## config.mk

```make
export PLATFORM = sky130hd
export DESIGN_NAME = bus_probe_top
export DESIGN_NICKNAME = d
export VERILOG_FILES = /design/src/rtl/bus_probe_pkg.sv /design/src/rtl/bus_probe_ctrl.sv /design/src/rtl/bus_probe_dp.sv /design/src/rtl/bus_probe_top.sv
export SDC_FILE = /design/constraint.sdc
export NUM_CORES = 1
export LEC_CHECK = 0
export BUFFER_PORTS_ARGS = -buffer_cell sky130_fd_sc_hd__buf_2
export CORE_ASPECT_RATIO = 1.4
export CORE_MARGIN = 10
export CORE_UTILIZATION = 45
export CTS_BUF_LIST = sky130_fd_sc_hd__clkbuf_16
export DETAILED_ROUTE_END_ITERATION = 16
export GPL_ROUTABILITY_DRIVEN = 1
export GPL_TIMING_DRIVEN = 1
export PLACE_DENSITY = 0.75
export SYNTH_ARGS = -nofsm -noshare
export SYNTH_HDL_FRONTEND = slang
export SYNTH_HIERARCHICAL = 1
export SYNTH_SLANG_ARGS = --single-unit
```

## constraint.sdc

```tcl
create_clock -name clk -period 4.7 [get_ports clk]
set_input_delay 0.94 -clock clk [delete_from_list [all_inputs] [get_ports clk]]
set_output_delay 0.94 -clock clk [all_outputs]
set_load 0.01 [all_outputs]
```

## src/rtl/bus_probe_pkg.sv

```systemverilog
package bus_probe_pkg;

  typedef struct packed {
    logic [7:0]  width;
    logic [31:0] offset;
    logic [31:0] data;
  } testDescT;

  typedef enum logic [2:0] {
    REG_HDR, REG_OFF, REG_DATA, REG_CNT, REG_NAME0, REG_NAME1, REG_ZERO
  } regSelT;

  typedef struct packed {
    logic   selWrite;
    logic   hitWrite;
    logic   rdEn;
    regSelT rdReg;
  } strobeT;

  localparam logic [31:0] NAME_WORD0 = "PSUB";
  localparam logic [31:0] NAME_WORD1 = "EBOR";

  function automatic testDescT lookupTest(input logic [7:0] sel);
    testDescT d;
    case (sel)
      8'd0:    d = '{width: 8'd1, offset: 32'h101, data: 32'hA5};
      8'd1:    d = '{width: 8'd2, offset: 32'h202, data: 32'hBEEF};
      8'd2:    d = '{width: 8'd4, offset: 32'h304, data: 32'h12345678};
      8'd3:    d = '{width: 8'd1, offset: 32'h403, data: 32'h3C};
      default: d = '{width: 8'd0, offset: 32'h0, data: 32'h0};
    endcase
    return d;
  endfunction

  function automatic logic [3:0] laneMaskOf(input testDescT d);
    logic [3:0] base;
    case (d.width)
      8'd1:    base = 4'b0001;
      8'd2:    base = 4'b0011;
      8'd4:    base = 4'b1111;
      default: base = 4'b0000;
    endcase
    return base << d.offset[1:0];
  endfunction

endpackage

```

## src/rtl/bus_probe_ctrl.sv

```systemverilog
module bus_probe_ctrl
  import bus_probe_pkg::*;
#(
  parameter int WORD_AW = 10
) (
  input  logic               busValid,
  input  logic               busWrite,
  input  logic [WORD_AW-1:0] busWordAddr,
  input  logic [3:0]         busByteEn,
  input  logic [31:0]        busWData,
  input  testDescT           curTest,
  output strobeT             strobes
);

  logic [3:0]  expMask;
  logic [31:0] laneBits;
  logic [31:0] expLaneData;
  logic        addrHit;
  logic        wrReq;

  assign wrReq   = busValid && busWrite;
  assign expMask = laneMaskOf(curTest);
  assign addrHit = (curTest.offset[31:2] == {{(30-WORD_AW){1'b0}}, busWordAddr});
  assign expLaneData = curTest.data << {curTest.offset[1:0], 3'b000};

  generate
    for (genvar lane = 0; lane < 4; lane++) begin : g_lane
      assign laneBits[lane*8 +: 8] = {8{busByteEn[lane]}};
    end
  endgenerate

  always_comb begin
    strobes.selWrite = wrReq && (busWordAddr == '0) && busByteEn[0];
    strobes.hitWrite = wrReq && (expMask != 4'b0000) && addrHit &&
                       (busByteEn == expMask) &&
                       ((busWData & laneBits) == expLaneData);
    strobes.rdEn     = busValid && !busWrite;
    case (busWordAddr)
      WORD_AW'(0): strobes.rdReg = REG_HDR;
      WORD_AW'(1): strobes.rdReg = REG_OFF;
      WORD_AW'(2): strobes.rdReg = REG_DATA;
      WORD_AW'(3): strobes.rdReg = REG_CNT;
      WORD_AW'(4): strobes.rdReg = REG_NAME0;
      WORD_AW'(5): strobes.rdReg = REG_NAME1;
      default:     strobes.rdReg = REG_ZERO;
    endcase
  end

endmodule

```

## src/rtl/bus_probe_dp.sv

```systemverilog
module bus_probe_dp
  import bus_probe_pkg::*;
#(
  parameter int COUNT_W = 32
) (
  input  logic               clk,
  input  logic               rstN,
  input  strobeT             strobes,
  input  logic [7:0]         selData,
  output testDescT           curTest,
  output logic [7:0]         testSelQ,
  output logic [COUNT_W-1:0] countQ,
  output logic [31:0]        rdDataQ,
  output logic               rdValidQ
);

  localparam logic [COUNT_W-1:0] CNT_MAX = {COUNT_W{1'b1}};

  logic [31:0] rdMux;

  assign curTest = lookupTest(testSelQ);

  always_ff @(posedge clk or negedge rstN) begin
    if (!rstN) begin
      testSelQ <= 8'd0;
      countQ   <= '0;
    end else if (strobes.selWrite) begin
      testSelQ <= selData;
      countQ   <= '0;
    end else if (strobes.hitWrite && (countQ != CNT_MAX)) begin
      countQ   <= countQ + 1'b1;
    end
  end

  always_comb begin
    case (strobes.rdReg)
      REG_HDR:   rdMux = {16'h0, curTest.width, 8'h0};
      REG_OFF:   rdMux = curTest.offset;
      REG_DATA:  rdMux = curTest.data;
      REG_CNT:   rdMux = 32'(countQ);
      REG_NAME0: rdMux = NAME_WORD0;
      REG_NAME1: rdMux = NAME_WORD1;
      default:   rdMux = 32'h0;
    endcase
  end

  always_ff @(posedge clk or negedge rstN) begin
    if (!rstN) begin
      rdDataQ  <= 32'h0;
      rdValidQ <= 1'b0;
    end else begin
      rdValidQ <= strobes.rdEn;
      if (strobes.rdEn) rdDataQ <= rdMux;
    end
  end

endmodule

```

## src/rtl/bus_probe_top.sv

```systemverilog
module bus_probe_top
  import bus_probe_pkg::*;
#(
  parameter int WORD_AW = 10,
  parameter int COUNT_W = 32
) (
  input  logic               clk,
  input  logic               rstN,
  input  logic               busValid,
  input  logic               busWrite,
  input  logic [WORD_AW-1:0] busWordAddr,
  input  logic [3:0]         busByteEn,
  input  logic [31:0]        busWData,
  output logic [31:0]        busRData,
  output logic               busRValid
);

  strobeT             strobes;
  testDescT           curTest;
  logic [7:0]         testSelQ;
  logic [COUNT_W-1:0] countQ;

  bus_probe_ctrl #(.WORD_AW(WORD_AW)) u_ctrl (
    .busValid    (busValid),
    .busWrite    (busWrite),
    .busWordAddr (busWordAddr),
    .busByteEn   (busByteEn),
    .busWData    (busWData),
    .curTest     (curTest),
    .strobes     (strobes)
  );

  bus_probe_dp #(.COUNT_W(COUNT_W)) u_dp (
    .clk      (clk),
    .rstN     (rstN),
    .strobes  (strobes),
    .selData  (busWData[7:0]),
    .curTest  (curTest),
    .testSelQ (testSelQ),
    .countQ   (countQ),
    .rdDataQ  (busRData),
    .rdValidQ (busRValid)
  );

endmodule

```

Word-level counts from Yosys, hierarchy flattened
Cells that the tools add are included.

Output and inout port bits: 33. Register bits: 73. Word-level logic and storage cells: 49.

Add/subtract/negate cells: 1. Shifts and indexed selects: 2. Muxes and demuxes: 6. Reductions and logical operators: 15. Bitwise operators: 1. Equality and inequality tests: 20.

Operators with widths (number): $pmux W67 S4 (1); $pmux W32 S6 (1); $mux W32 (2); $add A32 B1 Y32 const B (1); $and A32 B32 Y32 (1); $eq A32 B32 Y1 (1); $ne A32 B32 Y1 const B (1); $shl A32 B5 Y32 (1); $eq A30 B10 Y1 (1); $eq A8 B2 Y1 const B (3); $eq A10 B2 Y1 const B (2); $eq A10 B3 Y1 const B (2); $pmux W3 S6 (1); $eq A8 B1 Y1 const B (2); $pmux W4 S3 (1); $eq A10 B1 Y1 const B (1); $logic_not A10 Y1 (1); $logic_and A1 B1 Y1 (9); $eq A8 B3 Y1 const B (1); $logic_not A8 Y1 (1); $eq A3 B2 Y1 const B (2); $eq A3 B3 Y1 const B (2); $eq A4 B4 Y1 (1); $reduce_bool A4 Y1 (1); 5 further kinds (5).

Logic depth before layout (Yosys ltp)
Gate-level depths: netlist (run 1).

Word-level depth: 13. Depth in mapped cells: 19.

Hierarchy
Netlist (run 1), hierarchy kept.

By module, submodules not included: bus_probe_dp (cells an instance 468, area each 4296.6 um^2, instances 1); bus_probe_ctrl (cells an instance 241, area each 1635.3 um^2, instances 1).

Least setup slack after synthesis (run 1)
OpenSTA, ideal clock, no wires.

Path kind: register to register. From: reg u_dp.testSelQ[3]. To: reg u_dp.countQ[21]. Stages on the path, launching flop included: 18. Clock period less this slack: 4.690 ns. Required time: 4.622 ns. Data arrival time: 4.612 ns. Setup time: 0.078 ns. Setup slack: 0.010 ns. Cells stage by stage: dfrtp_1 > nor4_2 > nand2_1 > clkbuf_1 > nor2_1 > buf_4 > or3b_1 > a21o_1 > o21ai_1 > mux2i_1 > or4_1 > or4_1 > nor4_2 > nand4_2 > a211o_1 > buf_2 > or3_1 > a21oi_1.

RTL lines: from (decl) (RTL line bus_probe_dp.sv:11) `output logic [7:0] testSelQ,`; from (signal assigned) (RTL line bus_probe_dp.sv:28) `testSelQ <= selData;`; to (signal assigned) (RTL line bus_probe_dp.sv:31) `countQ <= countQ + 1'b1;`; to (decl) (RTL line bus_probe_dp.sv:12) `output logic [COUNT_W-1:0] countQ,`.

==> metrics.txt, run 1 <==
status=complete, no violations; crit path buf inv count=4; share of the synthesized area in the top cell type=30.8%; Syn. warnings=6; CTS Buf Count=9; largest family of logic cells by synthesized area=simple AND/OR/NAND/NOR gates; initial antenna violation count=0; DRT iter0 DRCs=450; CTS tree=yes; min Tclk post-route=4510 ps; Simple-Gate Fraction of Synth Area=23.7%; Chip Height=156 µm; final period utilization=96.1%; Die Area=18200 µm²; compound-cell area share of the yosys netlist=19.3%; nets@finish=820; critical path type=flip-flop to flip-flop; cts hold-fix bufs=0; crit-path cells=nor4_2 > buf_4 > nand3_1 > inv_2 > buf_12 > mux2_4 > nand2_1 > o21ai_1 > a2111oi_0 > nand4_1 > or4_1 > nor4_4 > nand4_2 > buf_4 > a21o_1 > or4_1 > a21oi_1; FF+latch count, synth=73; FMAX=222 MHz; fillers=1217; power density over the cells=228 nW/µm²; synth cell count leaders=73 x dfrtp_1, 64 x buf_4, 64 x nor2_1; row count=49; relative slew slack=34.5%; GRT Total Usage=18.0%; die width=117 µm; ratio of cells with drive above 1 in the final layout=20.7%; Post-Synth Adder-Cell Area=0.211%; Lkg Pwr=3.06 nW; CP Launch Type=flip-flop; WL per Instance=18.0 µm; CP delay by family, top=simple AND/OR/NAND/NOR gates; vias per inst=5.82; Setup Buffers After CTS=0; slowest stage delay, CP=540 ps; xor/xnor share of the synthesized area=6.94%; Setup Skew=9.09 ps; worst skew pair latency=340 ps; Worst Path Max Fanout=22; Final WS setup=185 ps; WP data required=4960 ps; final hold violations=0; htree depth=3; number of flops mapped to enable cells by yosys=0; Mean Syn Cell Area=8.37 µm²; top cell type by total area after synthesis=dfrtp_1; slowest CP cell=or4_1; PostCTS Resize Cnt=0; vias in the first global route=5215; Core ar.=12900 µm²; detailed-router iteration count before antenna repair=5; Synth Flop Type=dfrtp_1; clock buffer depth=2; Synth area leaders=dfrtp_1 31%, buf_4 8.1%, xnor2_1 4.4%; max-slew violation count=0; final setup TNS=0 ps; GR Overflow Total=0; first-pass GRT wire length=26500 µm; ant diodes=0; setup violators final=0; unrepaired setup endpoints after global routing=no; clk sink count=73; Port Buffer Count=82; Hold Slack=487 ps; type of the most critical hold path=flip-flop to flip-flop; initial core utilization=46.1%; GPL Wtd Cong=0.916; peak supply drop=188 µV; max-cap violations=0; Synth Instances=709; CTS root buf=clkbuf_16; post-synthesis mux area share=7.02%; clock-pin slew of the registers on the worst-case setup and hold paths=60 ps; largest net degree at the start of global routing=45; asr flop ratio synth=100%; Final Routed Wirelength=16700 µm; Post-DRT Antenna Nets=0; top-count cell post-synth=dfrtp_1; total number of vias=5396; HPWL Detailed=12500 µm; Remaining DRCs=0; io pins=83; Synth Cell Area=5930 µm²; Crit. End Element=flip-flop; area grow syn2layout=11.3%; CP arrival=4780 ps; Worst-Margin Slew=982 ps; sequential-to-total area share from yosys stat=30.8%; DP Worst Slack=97.4 ps; post-synth cell types=72; R2R Setup Slk=190 ps; fin util=51.3%
stage by stage:
step	total power, mW	std cells	area, µm²
after global placement	0.815	910	6260
final	1.50	927	6610
after CTS	1.51	926	6560
after global routing	1.56	927	6610
after detailed placement	0.817	910	6260
after floorplan	0.771	751	6090
path summary, 6_finish.rpt:
check / start / end / depth (start not counted)
min in group asynchronous: rstN / u_dp/rdDataQ[4] / 1
worst max register to register: u_dp/testSelQ[3] / u_dp/countQ[15] / 17
worst min register to register: u_dp/rdDataQ[24] / u_dp/rdDataQ[24] / 1
worst max-delay path: u_dp/testSelQ[3] / u_dp/countQ[15] / 17
worst min-delay path: u_dp/rdDataQ[24] / u_dp/rdDataQ[24] / 1
max in group asynchronous: rstN / u_dp/testSelQ[7] / 2
cells in the final DEF, fill, tap and decap left out, types with 5 or more instances in the layout:
cell       instances
a211oi_1          12
nand2b_1           7
nor2_1            62
or4_1              5
o21ai_0           34
o21ai_1            8
nand3_1           24
inv_1             16
o2bb2ai_1         12
and3_1             7
nor4_1             7
a31oi_1           10
dfrtp_1           73
mux2_2            12
xnor2_1           30
nor3_1             5
clkbuf_16         10
mux2i_1           24
buf_4             22
a21oi_1           51
xor2_1            17
buf_2             82
nand4_1           22
conb_1            43
o22ai_1            7
nand2_1           56
or3_1              8
nor2b_1           10
o31ai_1            8
worst reg2reg max path: cells and delay by family (launching register included):
family	cells	cell delay (ps)
compound gates	4	870
buf+inv	4	730
flops	1	380
mux	1	350
simple gates	8	2110
flip-flops by register name (all words and copies together), names as in the netlist:
name,count
u_dp/countQ,32
u_dp/rdDataQ,32
u_dp/rdValidQ,1
u_dp/testSelQ,8
power by group:
group	switching, mW	total [mW]	leakage [nW]	internal, mW
Clock	0.277	0.693	0.144	0.416
Combinational	0.101	0.169	1.91	0.0681
Sequential	0.00425	0.641	1.01	0.636
cells by family after synthesis:
kind of cell | count (synthesis)
XOR/XNOR | 47
AO/OA/AOI/OAI | 177
flip-flops | 73
buffers and inverters | 117
AND/OR/NAND/NOR | 254
adder cells (fa/ha/maj) | 1
multiplexers | 39
other | 1
cell type report:
| type | instances | area (µm²) | area share, % |
|---|---|---|---|
| clock inverter | 7 | 78.8 | 1.19 |
| multi-input combinational | 561 | 3580 | 54.2 |
| sequential | 73 | 1830 | 27.7 |
| clock buffer | 9 | 225 | 3.41 |
| inverter | 17 | 63.8 | 0.966 |
| timing repair buffer | 107 | 641 | 9.70 |
| tap | 153 | 191 | 2.90 |
metal layers:
| metal | routed length, µm | GRT usage, % | vias to the layer above |
|---|---|---|---|
| li1 | - | - | 2598 |
| met4 | 544 | 8.26 | 0 |
| met3 | 957 | 2.62 | 38 |
| met1 | 6660 | 20.8 | 2569 |
| met5 | 0 | 0 | - |
| met2 | 8540 | 31.5 | 191 |
No activity file was read; power rests on OpenSTA's default activity.
==> run 2, diff against run 1 <==
CORE_UTILIZATION = 55   (was 45)
GPL_ROUTABILITY_DRIVEN = unset   (was 1)
PLACE_DENSITY = 0.84   (was 0.75)
clock period = 4.2 ns   (was 4.7 ns; I/O delays follow)
==> metrics.txt, run 2 (same netlist as run 1, synthesis figures left out) <==
critical path type=flip-flop to flip-flop; ratio of cells with drive above 1 in the final layout=28.0% (+7.3 points); clock-pin slew of the registers on the worst-case setup and hold paths=60 ps (about the same); slowest stage delay, CP=550 ps (about the same); DR top layer=met5; status=complete, but fails checks; Final Routed Wirelength=18100 µm (+8.3%); slowest CP cell=or4_4; initial core utilization=56.7% (+11 points); htree depth=3 (unchanged); Port Buffer Count=82 (unchanged); GR Overflow Total=0 (unchanged); Worst Path Max Fanout=25 (+14%); CTS root buf=clkbuf_16; relative slew slack=32.5% (-2.0 points); worst reg2reg path depth=15 (-2); detailed-router iteration count before antenna repair=5 (unchanged); largest net degree at the start of global routing=57 (+27%); Post-DRT Antenna Nets=0 (unchanged); HPWL Detailed=13400 µm (+6.6%); unrepaired setup endpoints after global routing=yes; met1 wire length=6630 µm (-0.42%); CP arrival=4500 ps (-280 ps); DP Worst Slack=-132 ps (-230 ps); Crit path depth=15 (-2); type of the most critical hold path=input port to asynchronous set/reset pin; most common cell after layout, fill and taps aside=buf_2; clock buffer depth=2 (unchanged); min Tclk post-route=4240 ps (-277 ps); failing checks=negative setup slack; Hold Slack=432 ps (-54.9 ps); setup violators final=2 (+2); fillers=852 (-30%); clk sink count=73 (unchanged); final hold violations=0 (unchanged); most frequent cells in the layout=82 x buf_2, 73 x dfrtp_1, 60 x nor2_1, 55 x buf_4, 54 x nand2_1; CP Launch Type=flip-flop; vias per inst=6.03 (+3.6%); Crit. End Element=flip-flop; WP data required=4470 ps (-490 ps); R2R Setup Slk=-40 ps (-220 ps); Remaining DRCs=0 (unchanged); initial antenna violation count=1 (+1); crit-path cells=nor4_4 > nand3_2 > inv_4 > buf_12 > mux2i_1 > nand2_1 > a311oi_1 > nand4_1 > or4_4 > nor4_4 > nand4_2 > buf_6 > a21o_1 > or4_4 > a21oi_2; R2R Path Start=u_dp/testSelQ[4]; io pins=83 (unchanged); CTS tree=yes; row count=44 (-10%); Setup Skew=4.82 ps (-4.27 ps); met3 wire len=1020 µm (+6.4%); Worst-Margin Slew=1010 ps (+23.4 ps); nets@finish=857 (+4.5%); first-pass GRT wire length=28800 µm (+8.7%); vias in the first global route=5906 (+13%); Final WS setup=-38.0 ps (-223 ps); max-cap violations=0 (unchanged); DRT iter0 DRCs=399 (-11%); Largest regs=u_dp/countQ x32, u_dp/rdDataQ x32, u_dp/testSelQ x8; power density over the cells=247 nW/µm² (+8.3%); Core ar.=10500 µm² (-19%); crit path buf inv count=3 (-1); WL met2=9590 µm (+12%); Lkg Pwr=3.31 nW (+7.9%); GPL Wtd Cong=0.984 (+7.5%); Die Area=15400 µm² (-16%); WL per Instance=19.1 µm (+5.8%); peak supply drop=252 µV (+34%); worst skew pair latency=340 ps (about the same); GRT Total Usage=22.9% (+4.9 points); area grow syn2layout=18.9%; die width=108 µm (-7.9%); CTS Buf Count=9 (unchanged); CP delay by family, top=simple AND/OR/NAND/NOR gates; FMAX=236 MHz (+6.5%); total number of vias=5724 (+6.1%); Chip Height=143 µm (-8.3%); FF/Latch Area=1830 µm² (unchanged); max-slew violation count=0 (unchanged); R2R Path End=u_dp/countQ[15]; multi-input logic area=3750 µm² (+4.7%); final period utilization=101% (+4.8 points); ant diodes=0 (unchanged)
## run 2: where the power goes
part	switching [mW]	internal [mW]	leakage (nW)	total, mW
Combinational	0.119	0.0804	2.15	0.199
Sequential	0.00488	0.712	1.01	0.717
Clock	0.303	0.520	0.155	0.823
Total	0.427	1.31	3.31	1.74
## run 2: how the worst max path moves through the flow
stage / from / to / slack, ps
2_1_floorplan: u_dp/testSelQ[4] / u_dp/countQ[21] / -30
3_3_place_gp: u_dp/testSelQ[4] / u_dp/countQ[27] / 50
6_report: u_dp/testSelQ[4] / u_dp/countQ[15] / -40
5_1_grt: u_dp/testSelQ[4] / u_dp/countQ[15] / -190
4_1_cts: u_dp/testSelQ[3] / u_dp/countQ[15] / -60
3_5_place_dp: u_dp/testSelQ[4] / u_dp/countQ[23] / -130
## run 2: final cells by class
class | instances | share of cell area [%]
Clock buffer | 9 | 3.19
Clock inverter | 7 | 1.33
Inverter | 17 | 0.940
Multi-Input combinational cell | 561 | 53.1
Sequential cell | 73 | 25.9
Tap cell | 138 | 2.45
Timing Repair Buffer | 144 | 13.1
## run 2: repair_timing
item,4_1_cts,5_1_grt
endpoints found under the setup margin,13,27
pin swaps,10,16
gates resized for setup,27,20
hold buffers,0,0
setup buffers,8,9
## run 2: per-layer routing
layer / up-vias / global-route usage, %
met5: - / 0
met3: 59 / 5.09
li1: 2678 / -
met1: 2777 / 23.4
met2: 208 / 41.8
met4: 2 / 12.5
## run 2: stage by stage
stage                     std cells  power [mW]  instance area, µm²  utilization [%]  TNS [ps]
after CTS                       941        1.74                6920             66.2      -234
final                           949        1.74                7060             67.5     -38.2
after global placement          917       0.914                6440             61.6         0
after global routing            949        1.79                7060             67.5     -2540
after floorplan                 751       0.865                6150                -     -76.5
after detailed placement        917       0.920                6440             61.6      -765
